[src/rtl/rcf_pkg.sv]
package rcf_pkg;
  localparam int WORD_W = 32;
  localparam int BYTE_W = 8;

  // control header word with odd total parity in bit 0
  function automatic logic [WORD_W-1:0] make_hdr(input logic wr, input logic [3:0] mms,
                                                 input logic [15:0] addr, input logic [6:0] cnt_m1);
    logic [WORD_W-1:0] h;
    h = {1'b0, 1'b0, wr, 1'b0, mms, addr, cnt_m1, 1'b0};
    h[0] = ~(^h[WORD_W-1:1]);
    return h;
  endfunction
endpackage

[src/rtl/rcf_hdr_gen.sv]
module rcf_hdr_gen
  import rcf_pkg::*;
#(
  parameter int CNT_W = 8
) (
  input  logic             wr_i,
  input  logic [3:0]       mms_i,
  input  logic [15:0]      addr_i,
  input  logic [CNT_W-1:0] cnt_i,
  output logic [WORD_W-1:0] hdr_o
);
  logic [CNT_W-1:0] cnt_m1;
  assign cnt_m1 = cnt_i - CNT_W'(1);
  assign hdr_o  = make_hdr(wr_i, mms_i, addr_i, cnt_m1[6:0]);
endmodule

[src/rtl/rcf_echo_chk.sv]
module rcf_echo_chk
  import rcf_pkg::*;
(
  input  logic              clk_i,
  input  logic              rst_ni,
  input  logic              clr_i,
  input  logic              hs_i,
  input  logic              chk_i,
  input  logic [BYTE_W-1:0] tx_i,
  input  logic [BYTE_W-1:0] rx_i,
  output logic              err_o
);
  logic [WORD_W-1:0] hist_q;
  logic              err_q;
  logic              miss;

  // hist_q[31:24] is the byte sent four handshakes ago
  assign miss  = hs_i && chk_i && (rx_i != hist_q[WORD_W-1 -: BYTE_W]);
  assign err_o = err_q | miss;

  always_ff @(posedge clk_i or negedge rst_ni) begin
    if (!rst_ni) begin
      hist_q <= '0;
      err_q  <= 1'b0;
    end else if (clr_i) begin
      hist_q <= '0;
      err_q  <= 1'b0;
    end else if (hs_i) begin
      hist_q <= {hist_q[WORD_W-BYTE_W-1:0], tx_i};
      err_q  <= err_o;
    end
  end
endmodule

[src/rtl/rcf_rd_collect.sv]
module rcf_rd_collect
  import rcf_pkg::*;
(
  input  logic              clk_i,
  input  logic              rst_ni,
  input  logic              en_i,
  input  logic              word_end_i,
  input  logic [BYTE_W-1:0] rx_i,
  output logic [WORD_W-1:0] word_o,
  output logic              valid_o
);
  logic [WORD_W-BYTE_W-1:0] sh_q;

  always_ff @(posedge clk_i or negedge rst_ni) begin
    if (!rst_ni) begin
      sh_q    <= '0;
      word_o  <= '0;
      valid_o <= 1'b0;
    end else begin
      valid_o <= 1'b0;
      if (en_i) begin
        sh_q <= {sh_q[WORD_W-2*BYTE_W-1:0], rx_i};
        if (word_end_i) begin
          word_o  <= {sh_q, rx_i};
          valid_o <= 1'b1;
        end
      end
    end
  end
endmodule

[src/rtl/reg_cmd_framer.sv]
module reg_cmd_framer
  import rcf_pkg::*;
#(
  parameter int CNT_W   = 8,
  parameter int CNT_MAX = 128
) (
  input  logic              clk_i,
  input  logic              rst_ni,
  input  logic              req_valid_i,
  input  logic              req_write_i,
  input  logic [3:0]        req_mms_i,
  input  logic [15:0]       req_addr_i,
  input  logic [CNT_W-1:0]  req_count_i,
  input  logic [WORD_W-1:0] wdata_i,
  output logic              wdata_take_o,
  output logic              busy_o,
  output logic              done_o,
  output logic              err_o,
  output logic [WORD_W-1:0] rdata_o,
  output logic              rdata_valid_o,
  output logic              xfer_valid_o,
  input  logic              xfer_ready_i,
  output logic [BYTE_W-1:0] tx_byte_o,
  input  logic [BYTE_W-1:0] rx_byte_i
);
  localparam int IDX_W = CNT_W + 3;

  logic              busy_q, wr_q;
  logic [CNT_W-1:0]  cnt_q;
  logic [WORD_W-1:0] hdr_q, word_q, hdr_w;
  logic [IDX_W-1:0]  idx_q, total, data_end;
  logic [1:0]        pos;
  logic              acc, cnt_ok, hs, in_hdr, in_data, last, take, chk_en, chk_err;

  assign acc      = req_valid_i && !busy_q;
  assign cnt_ok   = (req_count_i != '0) && (int'(req_count_i) <= CNT_MAX);
  assign hs       = busy_q && xfer_ready_i;
  assign pos      = idx_q[1:0];
  assign total    = IDX_W'({cnt_q, 2'b00}) + IDX_W'(8);
  assign data_end = total - IDX_W'(4);
  assign in_hdr   = idx_q < IDX_W'(4);
  assign in_data  = !in_hdr && (idx_q < data_end);
  assign last     = idx_q == total - IDX_W'(1);
  assign take     = hs && wr_q && in_data && (pos == 2'd0);
  // writes echo everything; reads echo only the header
  assign chk_en   = !in_hdr && (wr_q || idx_q < IDX_W'(8));

  always_comb begin
    tx_byte_o = '0;
    if (in_hdr)
      tx_byte_o = hdr_q[8*(3-pos) +: 8];
    else if (in_data && wr_q)
      tx_byte_o = (pos == 2'd0) ? wdata_i[WORD_W-1 -: BYTE_W] : word_q[8*(3-pos) +: 8];
  end

  assign xfer_valid_o = busy_q;
  assign busy_o       = busy_q;
  assign wdata_take_o = take;

  rcf_hdr_gen #(.CNT_W(CNT_W)) u_hdr (
    .wr_i(req_write_i), .mms_i(req_mms_i), .addr_i(req_addr_i),
    .cnt_i(req_count_i), .hdr_o(hdr_w)
  );

  rcf_echo_chk u_echo (
    .clk_i(clk_i), .rst_ni(rst_ni), .clr_i(acc), .hs_i(hs), .chk_i(chk_en),
    .tx_i(tx_byte_o), .rx_i(rx_byte_i), .err_o(chk_err)
  );

  rcf_rd_collect u_rd (
    .clk_i(clk_i), .rst_ni(rst_ni),
    .en_i(hs && !wr_q && idx_q >= IDX_W'(8)),
    .word_end_i(pos == 2'd3), .rx_i(rx_byte_i),
    .word_o(rdata_o), .valid_o(rdata_valid_o)
  );

  always_ff @(posedge clk_i or negedge rst_ni) begin
    if (!rst_ni) begin
      busy_q <= 1'b0;
      wr_q   <= 1'b0;
      cnt_q  <= '0;
      hdr_q  <= '0;
      word_q <= '0;
      idx_q  <= '0;
      done_o <= 1'b0;
      err_o  <= 1'b0;
    end else begin
      done_o <= 1'b0;
      err_o  <= 1'b0;
      if (acc) begin
        if (cnt_ok) begin
          busy_q <= 1'b1;
          wr_q   <= req_write_i;
          cnt_q  <= req_count_i;
          hdr_q  <= hdr_w;
          idx_q  <= '0;
        end else begin
          done_o <= 1'b1;
          err_o  <= 1'b1;
        end
      end
      if (hs) begin
        idx_q <= idx_q + IDX_W'(1);
        if (take) word_q <= wdata_i;
        if (last) begin
          busy_q <= 1'b0;
          done_o <= 1'b1;
          err_o  <= chk_err;
        end
      end
    end
  end
endmodule

[config.mk]
export PLATFORM = sky130hd
export DESIGN_NAME = reg_cmd_framer
export DESIGN_NICKNAME = d
export VERILOG_FILES = /design/src/rtl/rcf_pkg.sv /design/src/rtl/rcf_hdr_gen.sv /design/src/rtl/rcf_echo_chk.sv /design/src/rtl/rcf_rd_collect.sv /design/src/rtl/reg_cmd_framer.sv
export SDC_FILE = /design/constraint.sdc
export NUM_CORES = 1
export LEC_CHECK = 0
export BUFFER_PORTS_ARGS = -buffer_cell sky130_fd_sc_hd__buf_2
export CAP_MARGIN = 20
export CELL_PAD_IN_SITES_DETAIL_PLACEMENT = 0
export CELL_PAD_IN_SITES_GLOBAL_PLACEMENT = 1
export CORE_MARGIN = 10
export CORE_UTILIZATION = 29
export CTS_CLUSTER_DIAMETER = 60
export DETAILED_ROUTE_END_ITERATION = 7
export GPL_TIMING_DRIVEN = 0
export HOLD_SLACK_MARGIN = 0.06
export MAX_ROUTING_LAYER = met4
export PLACE_DENSITY = 0.5
export SYNTH_ARGS = -nofsm -noshare
export SYNTH_HDL_FRONTEND = slang
export SYNTH_HIERARCHICAL = 1
export SYNTH_SLANG_ARGS = --single-unit
[constraint.sdc]
create_clock -name clk_i -period 6.64 [get_ports clk_i]
set_clock_uncertainty 0.1 [all_clocks]
set_input_delay 0.332 -clock clk_i [delete_from_list [all_inputs] [get_ports clk_i]]
set_output_delay 0.332 -clock clk_i [all_outputs]
set_load 0.02 [all_outputs]
**After elaboration in Yosys (flattened, before gate mapping)**

Cells that the tools add are included.

- Reductions and logical operators: 26
- Equal/unequal tests: 3
- Shift-type cells: 2
- Bitwise logic cells: 2
- Add/subtract/negate cells: 6
- Mux-type cells: 22
- $lt $le $gt $ge: 5

Operators with widths:

| operator | count |
|---|---|
| 32-bit by 33-bit indexed part select with 8-bit output | 2 |
| 32-bit two-way mux | 2 |
| 11-bit two-way mux | 3 |
| 31-bit parity | 1 |
| 8-bit two-way mux | 3 |
| 1-bit two-way mux | 14 |
| 1-bit logical AND | 13 |
| 10-bit by 4-bit adder with 11-bit output (second input constant) | 1 |
| 11-bit by 1-bit adder with 11-bit output (second input constant) | 1 |
| 11-bit equality test | 1 |
| 11-bit by 4-bit greater-or-equal comparator with 1-bit output (second input constant) | 1 |
| 11-bit < comparator | 1 |
| 11-bit by 3-bit < comparator with 1-bit output (second input constant) | 1 |
| 11-bit by 4-bit < comparator with 1-bit output (second input constant) | 1 |
| 11-bit by 1-bit subtractor with 11-bit output (second input constant) | 1 |
| 11-bit by 3-bit subtractor with 11-bit output (second input constant) | 1 |
| 8-bit less-or-equal comparator (second input constant) | 1 |
| 8-bit != test | 1 |
| 2-bit AND reduction | 4 |
| 8-bit nonzero test | 1 |
| 7-bit by 1-bit subtractor with 7-bit output (second input constant) | 1 |
| 2-bit nonzero test | 2 |
| 1-bit logical NOT | 3 |
| 2-bit by 2-bit subtractor with 3-bit output (first input constant) | 1 |
| other kinds (5) | 5 |

- Register bits after elaboration: 174
- Logic and storage cells: 79
- Bits of input ports: 73
- Output and inout port bits: 46

**Depth between registers and ports, before layout**

- Depth in word-level cells: 9
- Depth in mapped cells: 14
- Mapped depth without buffers: 13

**Cells and area by module**

Netlist, hierarchy kept.

Modules (own cells, without submodules):

| module | cells an instance | seq. area each (µm²) | instances | area an instance (µm²) |
|---|---|---|---|---|
| reg_cmd_framer | 348 | 2177.1 | 1 | 4650.7 |
| rcf_rd_collect | 121 | 1426.4 | 1 | 2237.1 |
| rcf_echo_chk | 119 | 825.8 | 1 | 1416.4 |
| rcf_hdr_gen | 77 | 0.0 | 1 | 586.8 |

**Worst setup path before layout**

Ideal clock, no wire load.

- Kind: register to output
- Start: register cnt_q[1]
- End: output wdata_take_o
- Arrival time: 3.165 ns
- Slack: 3.043 ns
- Stages on the path, launching flop included: 14
- Cells stage by stage: dfrtp_1 ha_1 xor2_1 nor3b_1 nand3_1 o41a_1 ha_1 nand4_1 o311a_1 o211ai_4 or3_1 buf_6 buf_12 inv_1

- Longest elaborated chain between the ends: 6

RTL lines:

| element | RTL line | RTL |
|---|---|---|
| start, declared | reg_cmd_framer.sv:29 | `logic [CNT_W-1:0] cnt_q;` |
| start signal, assigned | reg_cmd_framer.sv:94 | `cnt_q <= req_count_i;` |
| 10-bit by 4-bit adder with 11-bit output | reg_cmd_framer.sv:39 | `assign total = IDX_W'({cnt_q, 2'b00}) + IDX_W'(8);` |
| 11-bit by 3-bit subtractor with 11-bit output | reg_cmd_framer.sv:40 | `assign data_end = total - IDX_W'(4);` |
| 11-bit < comparator | reg_cmd_framer.sv:42 | `assign in_data = !in_hdr && (idx_q < data_end);` |
| 1-bit logical AND | reg_cmd_framer.sv:42 |  |
| 1-bit logical AND (2 in a row) | reg_cmd_framer.sv:44 | `assign take = hs && wr_q && in_data && (pos == 2'd0);` |
| end, declared | reg_cmd_framer.sv:15 | `output logic wdata_take_o,` |

No other way between the ends.

**Final worst setup path**

Same ends and word-level chain as after synthesis.

==> results.toml <==
[final_layout]
fillerInstances = 2994
stdcell_count = 1246
ff_latch_area_um2 = 4430
final_layout_size_suffix_gt1_frac = 0.408
multi_input_area_um2 = 3990
area_delta_synth_final_pct = 23.2
final_net_count = 925
num_antenna_cells = 0

[timing]
setup_violations = 0
holdWs_ns = 0.0753
worst_pin_slew_ns = 0.803
setup_tns_ns = 0
slew_violations = 0
maxSlewHeadroom = 0.464
min_period_over_period = 0.674
fin_crit_ns = 4.48
rsz0062_at_grt = "false"
fmax_mhz = 223
hold_viol = 0

[worst_setup_path]
required_ns = 6.21
endpoint_kind = "primary output"
cp_slowest_cell = "dfrtp_1"
worstSetupPathType = "reg -> out"
worst_path_most_repeated_cell = "ha_1"
cp-start-kind = "flop"
critPathMaxFanout = 10
cp_top_family = "compound AO/OA/AOI/OAI gates"
arrival_ns = 4.05
cpPeakStageDelay_ns = 0.44
crit_path_cell_trace = "ha_1, xor2_1, nor3b_1, nand3_1, o41a_1, ha_1, nand4_1, o311a_1, o211ai_4, or3_1, buf_6, buf_12, inv_1, buf_2"
path_buf_inv = 4

[placement]
place_congestion = 0.767
io_buffers = 118
dpl.hpwl_mm = 16.6
placedCellCount = 1182

[min_path]
hold_path_class = "in -> reg"

[yosys]
synth.distinct_cells = 55
yosysWarnings = 6
yosysTopAreaCell = "dfrtp_1"
synth_simple_gate_area_frac = 0.0588
async_reset_ff_frac = 1.00
synth_area_um2 = 8890
synth_mux_area_frac = 0.273
yosys.area_share.adder = 0.0211
synth-main-ff-cell = "dfrtp_1"
synth_top_family_by_area = "multiplexers"
yosys.area.top_type_share = 0.498
synth_seq_area_share = 0.498
synth-xor-area-share = 0.0538
netlist_top_cells_area = "dfrtp_1 (50%), mux2_4 (9.8%), mux2_2 (8.7%)"
synth_compound_area_frac = 0.0404
ys_ff_latch = 177
avgSynthCellArea_um2 = 13.4
synth-edff-count = 0
synth_cells = 665

[clock_network]
cts_htree_levels = 4
cts_sinks = 177
cts.path.max_buffers = 2
ctsResizeCount = 0
root_buffer = "clkbuf_16"
numCtsBuffers = 17
insertion_delay_ns = 0.43
cts_tree = "done"
clk_pin_slew_worst_paths_ns = 0.08
postCtsHoldBufs = 32
cts_setup_buffers = 0

[floorplan]
initial_core_util = 0.292
die-area_um2 = 38100
fp.coreArea_um2 = 30400
die_w_um = 195
die_y_um = 195
ioPinCount = 119
rows = 64

[power]
p_clk_frac = 0.209
ir_drop_v = 0.000200
p_int_mw = 3.18
switching_share = 0.365
power_frac_seq = 0.371
p_sw_mw = 1.83
combPwrFrac = 0.420
pwr_density_cell_nw_per_um2 = 458
cellLeakagePower_nw = 5.34

[routing]
routed_wl_mm = 22.2
via_per_inst = 4.47
ant_nets = 0
drtIter0Drc = 189
drt_first_pass_iters = 5
drc_errors = 0
wl_per_cell_um = 17.8
vias = 5569

[grt]
antenna_found_initial = 0
overflow = 0
grt_pass1_wl_mm = 36.3
grt_start_max_net_pins = 94
grt_pass1_vias = 6221
grt_util_all_layers = 0.122

[job]
maxCapViolCount = 0

[status]
status = "completed"
-- stage by stage --
stage                     total power, mW   util  cell area (µm²)  setup slack, ns
after detailed placement             4.02  0.329            10000             2.61
after CTS                            5.11  0.360            11000             2.12
final                                5.01  0.360            11000             2.16
after global placement               3.97  0.328             9980             2.18
after global routing                 5.37  0.360            11000             1.91
after floorplan                      3.35      -             8900             3.04
-- state kept, by name, summed over array words and instances, names as in the netlist --
signal,cells
hdr_q,32
word_q,32
cnt_q,8
busy_o,1
err_o,1
wr_q,1
u_echo/hist_q,32
u_rd/valid_o,1
u_echo/err_q,1
idx_q,11
done_o,1
u_rd/sh_q,24
u_rd/word_o,32
-- cell usage after synthesis, drive strengths merged, types with 2 or more instances --
library cell	n
a211oi	3
a21oi	9
a31oi	2
and3	4
buf	46
clkbuf	13
dfrtp	177
ha	15
inv	15
mux2	127
mux2i	42
mux4	16
nand2	28
nand3	8
nand3b	3
nand4	4
nor2	42
nor2b	2
nor3	5
nor3b	3
nor4	5
o211ai	2
o21a	3
o21ai	8
o21bai	2
o22ai	3
o31ai	9
or2	2
xnor2	33
xor2	19
-- power by group through the flow --
stage	Clock [mW]	Sequential (mW)	Combinational (mW)
6_report	1.05	1.86	2.10
5_1_grt	1.13	1.93	2.31
4_1_cts	1.09	1.87	2.15
3_5_place_dp	0	1.89	2.13
3_3_place_gp	0	1.87	2.10
2_1_floorplan	0	1.86	1.49
-- metal layers --
layer,vias up,wire (µm),GRT usage
li1,2664,-,-
met1,2810,10500,0.157
met2,87,10900,0.197
met3,8,660,0.0236
met4,0,132,0.0229
met5,-,0,-
-- cells by family after synthesis --
| group | after synthesis |
|---|---|
| muxes | 185 |
| DFF | 177 |
| and+or+nand+nor | 110 |
| buffers and inverters | 74 |
| xor gates and xnor gates | 53 |
| AOI/OAI and AO/OA | 50 |
| adders and majority gates | 15 |
| other | 1 |
-- final cells by class --
class	count	share of cell area
tap	396	0.0452
inverter	15	0.00514
sequential	177	0.404
buffer	59	0.0388
timing repair buffer	151	0.0866
clock inverter	13	0.0147
multi-input combinational	416	0.364
clock buffer	19	0.0413
-- path summary, 6_finish.rpt --
| kind | from | endpoint | slack [ns] | cells past startpoint |
|---|---|---|---|---|
| max in group asynchronous | rst_ni | u_echo/hist_q[1] | 5.12 | 3 |
| worst max register to register | cnt_q[1] | word_q[1] | 2.69 | 13 |
| worst min-delay path | wdata_i[25] | word_q[25] | 0.08 | 2 |
| worst min register to register | hdr_q[8] | hdr_q[8] | 0.41 | 1 |
| worst max-delay path | cnt_q[1] | wdata_take_o | 2.16 | 14 |
| min in group asynchronous | rst_ni | u_rd/sh_q[19] | 0.41 | 2 |
-- cell usage in the layout (no fill, tap or decap), drive strengths merged, types with 15 or more instances in the layout --
master / instances
dlygate4sd3: 32
mux2: 127
clkbuf: 32
xor2: 19
nor2: 42
mux2i: 42
xnor2: 33
dfrtp: 177
nand2: 28
buf: 165
mux4: 16
ha: 15
inv: 23
No activity file was read; power rests on OpenSTA's default activity.
